[config.mk]
export PLATFORM = sky130hd
export DESIGN_NAME = alu_zero_unit
export DESIGN_NICKNAME = d
export VERILOG_FILES = /design/src/rtl/alu_zero_pkg.sv /design/src/rtl/alu_operand_reg.sv /design/src/rtl/alu_func_unit.sv /design/src/rtl/alu_zero_flag.sv /design/src/rtl/alu_zero_unit.sv
export SDC_FILE = /design/constraint.sdc
export NUM_CORES = 1
export LEC_CHECK = 0
export ABC_AREA = 1
export CORE_MARGIN = 5
export CORE_UTILIZATION = 60
export CTS_BUF_LIST = sky130_fd_sc_hd__clkbuf_16
export CTS_CLUSTER_SIZE = 10
export DETAILED_ROUTE_END_ITERATION = 16
export PLACE_DENSITY = 0.92
export REMOVE_ABC_BUFFERS = 1
export SLEW_MARGIN = 20
export SYNTH_ARGS = -nofsm -noshare
export SYNTH_HDL_FRONTEND = slang
export SYNTH_SLANG_ARGS = --single-unit
[constraint.sdc]
create_clock -name clk -period 7.28 [get_ports clk]
set_input_delay 1.456 -clock clk [delete_from_list [all_inputs] [get_ports clk]]
set_output_delay 1.456 -clock clk [all_outputs]
set_load 0.02 [all_outputs]
[src/rtl/alu_zero_pkg.sv]
package alu_zero_pkg;
  localparam int unsigned FN_W = 2;

  typedef enum logic [FN_W-1:0] {
    FN_ADD  = 2'b00,
    FN_NAND = 2'b01,
    FN_SUB  = 2'b10,
    FN_INC  = 2'b11
  } alu_fn_e;
endpackage

[src/rtl/alu_operand_reg.sv]
module alu_operand_reg #(
  parameter int unsigned W = 16
) (
  input  logic         clk,
  input  logic         rst_n,
  input  logic         load,
  input  logic [W-1:0] d,
  output logic [W-1:0] q
);
  always_ff @(posedge clk or negedge rst_n) begin
    if (!rst_n)    q <= '0;
    else if (load) q <= d;
  end

  AST_OPND_HOLD: assert property (@(posedge clk) disable iff (!rst_n)
    !load |=> $stable(q));
  AST_OPND_LOAD: assert property (@(posedge clk) disable iff (!rst_n)
    load |=> q == $past(d));
endmodule

[src/rtl/alu_func_unit.sv]
module alu_func_unit
  import alu_zero_pkg::*;
#(
  parameter int unsigned W = 16
) (
  input  logic [W-1:0]    opa,
  input  logic [W-1:0]    opb,
  input  logic [FN_W-1:0] fn,
  output logic [W-1:0]    res
);
  localparam logic [W-1:0] ONE = W'(1);

  always_comb begin
    unique case (alu_fn_e'(fn))
      FN_ADD:  res = opa + opb;
      FN_NAND: res = ~(opa & opb);
      FN_SUB:  res = opa - opb;
      FN_INC:  res = opa + ONE;
      default: res = '0;
    endcase
  end
endmodule

[src/rtl/alu_zero_flag.sv]
module alu_zero_flag #(
  parameter int unsigned W = 16
) (
  input  logic         clk,
  input  logic         rst_n,
  input  logic         load,
  input  logic [W-1:0] res,
  output logic         z
);
  always_ff @(posedge clk or negedge rst_n) begin
    if (!rst_n)    z <= 1'b0;
    else if (load) z <= (res == '0);
  end

  AST_Z_HOLD: assert property (@(posedge clk) disable iff (!rst_n)
    !load |=> $stable(z));
endmodule

[src/rtl/alu_zero_unit.sv]
module alu_zero_unit
  import alu_zero_pkg::*;
#(
  parameter int unsigned WIDTH = 16
) (
  input  logic             clk,
  input  logic             rst_n,
  input  logic [WIDTH-1:0] bus_in,
  input  logic             ld_opa,
  input  logic             ld_opb,
  input  logic [1:0]       fn_sel,
  input  logic             drive_en,
  input  logic             ld_zflag,
  output logic [WIDTH-1:0] bus_out,
  output logic             zflag
);
  logic [WIDTH-1:0] opa_q, opb_q, alu_res;

  alu_operand_reg #(.W(WIDTH)) u_opa (
    .clk(clk), .rst_n(rst_n), .load(ld_opa), .d(bus_in), .q(opa_q));
  alu_operand_reg #(.W(WIDTH)) u_opb (
    .clk(clk), .rst_n(rst_n), .load(ld_opb), .d(bus_in), .q(opb_q));

  alu_func_unit #(.W(WIDTH)) u_fn (
    .opa(opa_q), .opb(opb_q), .fn(fn_sel), .res(alu_res));

  alu_zero_flag #(.W(WIDTH)) u_zf (
    .clk(clk), .rst_n(rst_n), .load(ld_zflag), .res(alu_res), .z(zflag));

  assign bus_out = drive_en ? alu_res : '0;

  AST_Z_CAPTURE: assert property (@(posedge clk) disable iff (!rst_n)
    ld_zflag |=> zflag == ($past(bus_out) == '0 || !$past(drive_en) ? ($past(alu_res) == '0) : 1'b0));
  AST_Z_OLD_OPND: assert property (@(posedge clk) disable iff (!rst_n)
    (ld_zflag && ld_opa) |=> zflag == ($past(alu_res) == '0));
  AST_INC_NEXT: assert property (@(posedge clk) disable iff (!rst_n)
    (ld_opa && !ld_opb) |=> (fn_sel != 2'b11) || (alu_res == $past(bus_in) + WIDTH'(1)));
  always_comb begin
    if (rst_n && !drive_en)
      AST_BUS_IDLE: assert (bus_out == '0);
  end
endmodule

Word level (Yosys, flattened, before mapping)
Cells that the tools add are included.
{ "word_totals": {"rom_bits": 0, "inputBits": 24, "elab_cells": 15, "out_inout_bits": 17, "n_memories": 0, "latchBits": 0, "ramBits": 0, "reg_bits": 33} }
{ "classes": {"reduce_logical": 2, "shifts": 0, "mux": 2, "addsub": 3, "mul": 0, "div": 0, "n_lt_le_gt_ge": 0, "eq_ne": 3, "bitwise": 2} }
{ "ops": {"columns": ["cell", "count"], "rows": [
  ["$pmux W16 S4", 1],
  ["$add A16 B1 Y16 const B", 1],
  ["$add A16 B16 Y16", 1],
  ["$and A16 B16 Y16", 1],
  ["$logic_not A16 Y1", 1],
  ["$mux W16", 1],
  ["$not A16 Y16", 1],
  ["$sub A16 B16 Y16", 1],
  ["$eq A2 B2 Y1 const B", 2],
  ["$eq A2 B1 Y1 const B", 1],
  ["$logic_not A2 Y1", 1]
]} }

Logic depth before layout (Yosys ltp)
{ "logic_depth": {"ltp_word": 4, "ltp_mapped": 22, "mapped_depth_nobuf": 22} }

Modules after synthesis
A second synthesis with hierarchy kept.
{ "hier_totals": {"hier_cells": 470, "hier_area_um2": 3085.5} }
{ "modules_own_cells": {"columns": ["mod", "instances", "area_each_um2", "cells_each"], "rows": [
  ["alu_func_unit", 1, 1532.7, 280],
  ["alu_operand_reg", 2, 644.4, 68],
  ["alu_zero_unit", 1, 163.9, 34],
  ["alu_zero_flag", 1, 100.1, 20]
]} }

Least setup slack after synthesis
OpenSTA, ideal clock, no wires.
{ "synth_timing": {"path_type": "input to output", "from": "in fn_sel[1]", "to": "out bus_out[12]", "slack_ns": 2.239, "cell_stages": 16, "arrival_ns": 3.585, "path_buffers": 1, "path_cell_list": "inv_4 > clkbuf_1 > nor3_1 > nor3_1 > ha_1 > a21oi_1 > nor2_1 > nor2_1 > nand2_1 > nand2_1 > nand2_1 > xor2_1 > nand2_1 > o21ai_0 > inv_1 > nor2_1"} }
{ "synth_between": {"elab_chain_cells": 3, "elab_cells_between_ends": 6, "cone_classes": "eq/ne (3); mux (2); reduce/logical (1)"} }
{ "synth_lines": {"columns": ["element", "line_no", "rtl"], "rows": [
  ["start: declaration", "alu_zero_unit.sv:11", "input logic [1:0] fn_sel,"],
  ["$eq A2 B2 Y1, or another cell as far along", "alu_func_unit.sv:14", "unique case (alu_fn_e'(fn))"],
  ["$pmux W16 S4 (*)", "alu_func_unit.sv:14", null],
  ["$mux W16 (*)", "alu_zero_unit.sv:30", "assign bus_out = drive_en ? alu_res : '0;"],
  ["end: declaration", "alu_zero_unit.sv:14", "output logic [WIDTH-1:0] bus_out,"]
]} }
Mark *: on every way between the ends. The rest lies on a longest branch, timed or not.

Worst setup path in the final report
Same ends and word-level chain as after synthesis.

==> results.txt <==
synth warn - 0
DP Cell Count - 546
post-route setup slack - 0.878 ns
Finished Layout Cells - 554
max-slew violation count - 0
fraction of layout instances using a drive strength above 1 - 0.0595
dpl ws - 0.897 ns
gr ovfl total - 0
residual DRC count - 0
dpl hpwl - 6390 µm
worst-margin pin slew - 0.974 ns
synthesis-stage register bit count - 33
P_leak - 1.77 nW
first-pass GRT wire length - 13900 µm
CTS tree - done
number of vias per cell - 5.66
critical path's slowest cell - clkdlybuf4s50_1
Buf+Inv Stages, Crit Path - 5
worst vdd ir - 189 µV
DR pass1 iterations - 5
total chip power - 0.744 mW
Synth cell types - 26
met3 layer usage reported by global route - 0.0395
Tot GR Track Use - 0.281
mean routed wirelength per cell - 15.0 µm
CP Launch Type - input port
CP cell instances - clkdlybuf4s50_1 > nand2_1 > nand2_1 > ha_1 > inv_1 > fa_1 > inv_1 > nand3_1 > nand2_1 > nand2_1 > nand2_1 > nand2_1 > nand2_1 > xor2_1 > nand2_1 > o21ai_0 > inv_1 > nor2_1 > clkdlybuf4s50_1
final net count - 530
clk sink count - 33
commonest non-fill, non-tap cells in the layout - 123 x nand2_1, 58 x inv_1, 50 x nor2_1
register area - 826 µm²
Avg Inst Size Synth - 6.54 µm²
CP Data Arrival Time - 4.95 ns
critical path class - in2out
Initial Util - 0.619
clock root cell - clkbuf_16
H-tree levels - 2
Hold Path Origin - u_zf.z
Max Fclk - 156 MHz
setup bufs post-CTS - 0
RSZ-0062 raised after global routing - no
DIE HEIGHT - 79.8 µm
Core Region - 4720 µm²
GR Util met2 - 0.433
post_cts resized - 0
# setup viols final - 0
largest net degree at the start of global routing - 34
Critical Path RT - 5.82 ns
busiest grt layer - met2
Die Width - 79.8 µm
met1 Use GR - 0.402
filler instances - 387
Top delay family on crit path - buffers and inverters
IO Count - 41
die area - 6360 µm²
crit path from - fn_sel[1]
endpoint class of the critical path - output pin
Reg-to-Reg Start - u_opb.q[1]
antenna diode count - 0
vias - 3138
status - finished clean
clk slew on worst S/H paths - 0.05 ns
final hold violations - 0
Iteration-0 DRC Markers - 270
sequential-to-total area share from yosys stat - 0.283
min-delay worst type - reg2reg
final period utilization - 0.879
CTS Buf Count - 5
Gate Count Post-Synth - 447
worst skew pair latency - 0.28 ns
Final Util - 0.743
Post-Route WL - 8330 µm
Max-Cap Viols - 0
Setup Skew - 0.00438 ns
Post-Syn Area - 2920 µm²
Antenna Violating Nets Remaining - 0
initial antenna violation count - 0
number of global-route vias before repair - 2932
multi-input logic area - 1820 µm²
Worst slew margin - 0.348
# hold bufs at CTS - 0
Final min period - 6.40 ns
crit-path max FO - 9
number of port buffers - 40
Final GP Congestion - 0.934
Sum Neg Setup Slack - 0 ns
CP most frequent cell - nand2_1
CP peak stage delay - 0.65 ns
commonest non-fill, non-tap cell in the layout - nand2_1
P per Cell Area - 212 nW/µm²
P&R area growth vs syn - 20.1%
Clock Path Buffers - 2
row count - 25
## worst paths after layout
path | end | slack (ns) | cells after the start
setup / recovery | bus_out[12] | 0.88 | 19
hold / removal | u_zf.z | 0.50 | 2
setup reg to reg | u_zf.z | 3.76 | 19
hold reg to reg | u_zf.z | 0.50 | 2
max in group asynchronous | u_opb.q[13] | 5.38 | 2
min in group asynchronous | u_opb.q[1] | 1.58 | 2
## Yosys cell counts
cell,n,share of area
nor4_1,1,0.0021
nor3_1,15,0.026
o21ai_2,3,0.0090
nand3_1,39,0.067
o21ai_0,33,0.057
dfrtp_1,33,0.28
buf_2,1,0.0017
nand2_8,1,0.0069
buf_6,1,0.0039
clkbuf_1,7,0.0090
inv_6,1,0.0030
o21a_1,2,0.0051
nor2_4,1,0.0039
a41oi_1,1,0.0030
mux2_2,15,0.058
nand2_1,123,0.16
inv_1,58,0.075
nand3b_1,1,0.0026
xor2_1,2,0.0060
ha_1,19,0.081
a31oi_1,1,0.0021
inv_4,1,0.0021
fa_1,1,0.0069
nor2_1,50,0.064
nand4_1,4,0.0086
a21oi_1,33,0.057
## through the flow
stage	cell area (µm²)	hold WS, ns
after global routing	3510	0.537
after global placement	3370	0.475
after CTS	3510	0.495
final	3510	0.504
after floorplan	2880	0.510
after detailed placement	3370	0.482
## worst register-to-register path: cells and delay by family, from the launching register on
kind                       cells  cell delay (ns)
buffers and inverters          1             0.11
and+or+nand+nor               13             1.75
AOI/OAI and AO/OA              3             0.47
adders and majority gates      2             0.64
DFF                            1             0.41
## where the power goes
part	switching (mW)	internal [mW]
registers	0.0194	0.201
logic	0.200	0.125
clock network	0.0749	0.123
total	0.295	0.450
## cell type report
class / count / share of cell area
multi-input cells: 345 / 0.519
flip-flops and latches: 33 / 0.235
repair buffers: 41 / 0.116
inverters: 60 / 0.0663
clock buffers: 5 / 0.0357
well taps: 67 / 0.0239
clock inverters: 3 / 0.00357
## routing by layer
layer / vias up / wire length [µm] / share of wire
met4: 0 / 230 / 0.028
li1: 1537 / - / -
met2: 121 / 3690 / 0.44
met5: - / 0 / 0
met3: 18 / 504 / 0.060
met1: 1462 / 3910 / 0.47
## cells by family after synthesis
family | synth area share
adders and majority gates | 0.0882
DFF | 0.283
buffers and inverters | 0.0942
xor gates and xnor gates | 0.00600
AOI/OAI and AO/OA | 0.132
and+or+nand+nor | 0.339
muxes | 0.0578
## flip-flops by register name, summed over array words and instances (netlist names)
signal and count:
u_opa.q 16, u_zf.z 1, u_opb.q 16
(Power assumes the default switching activity.)
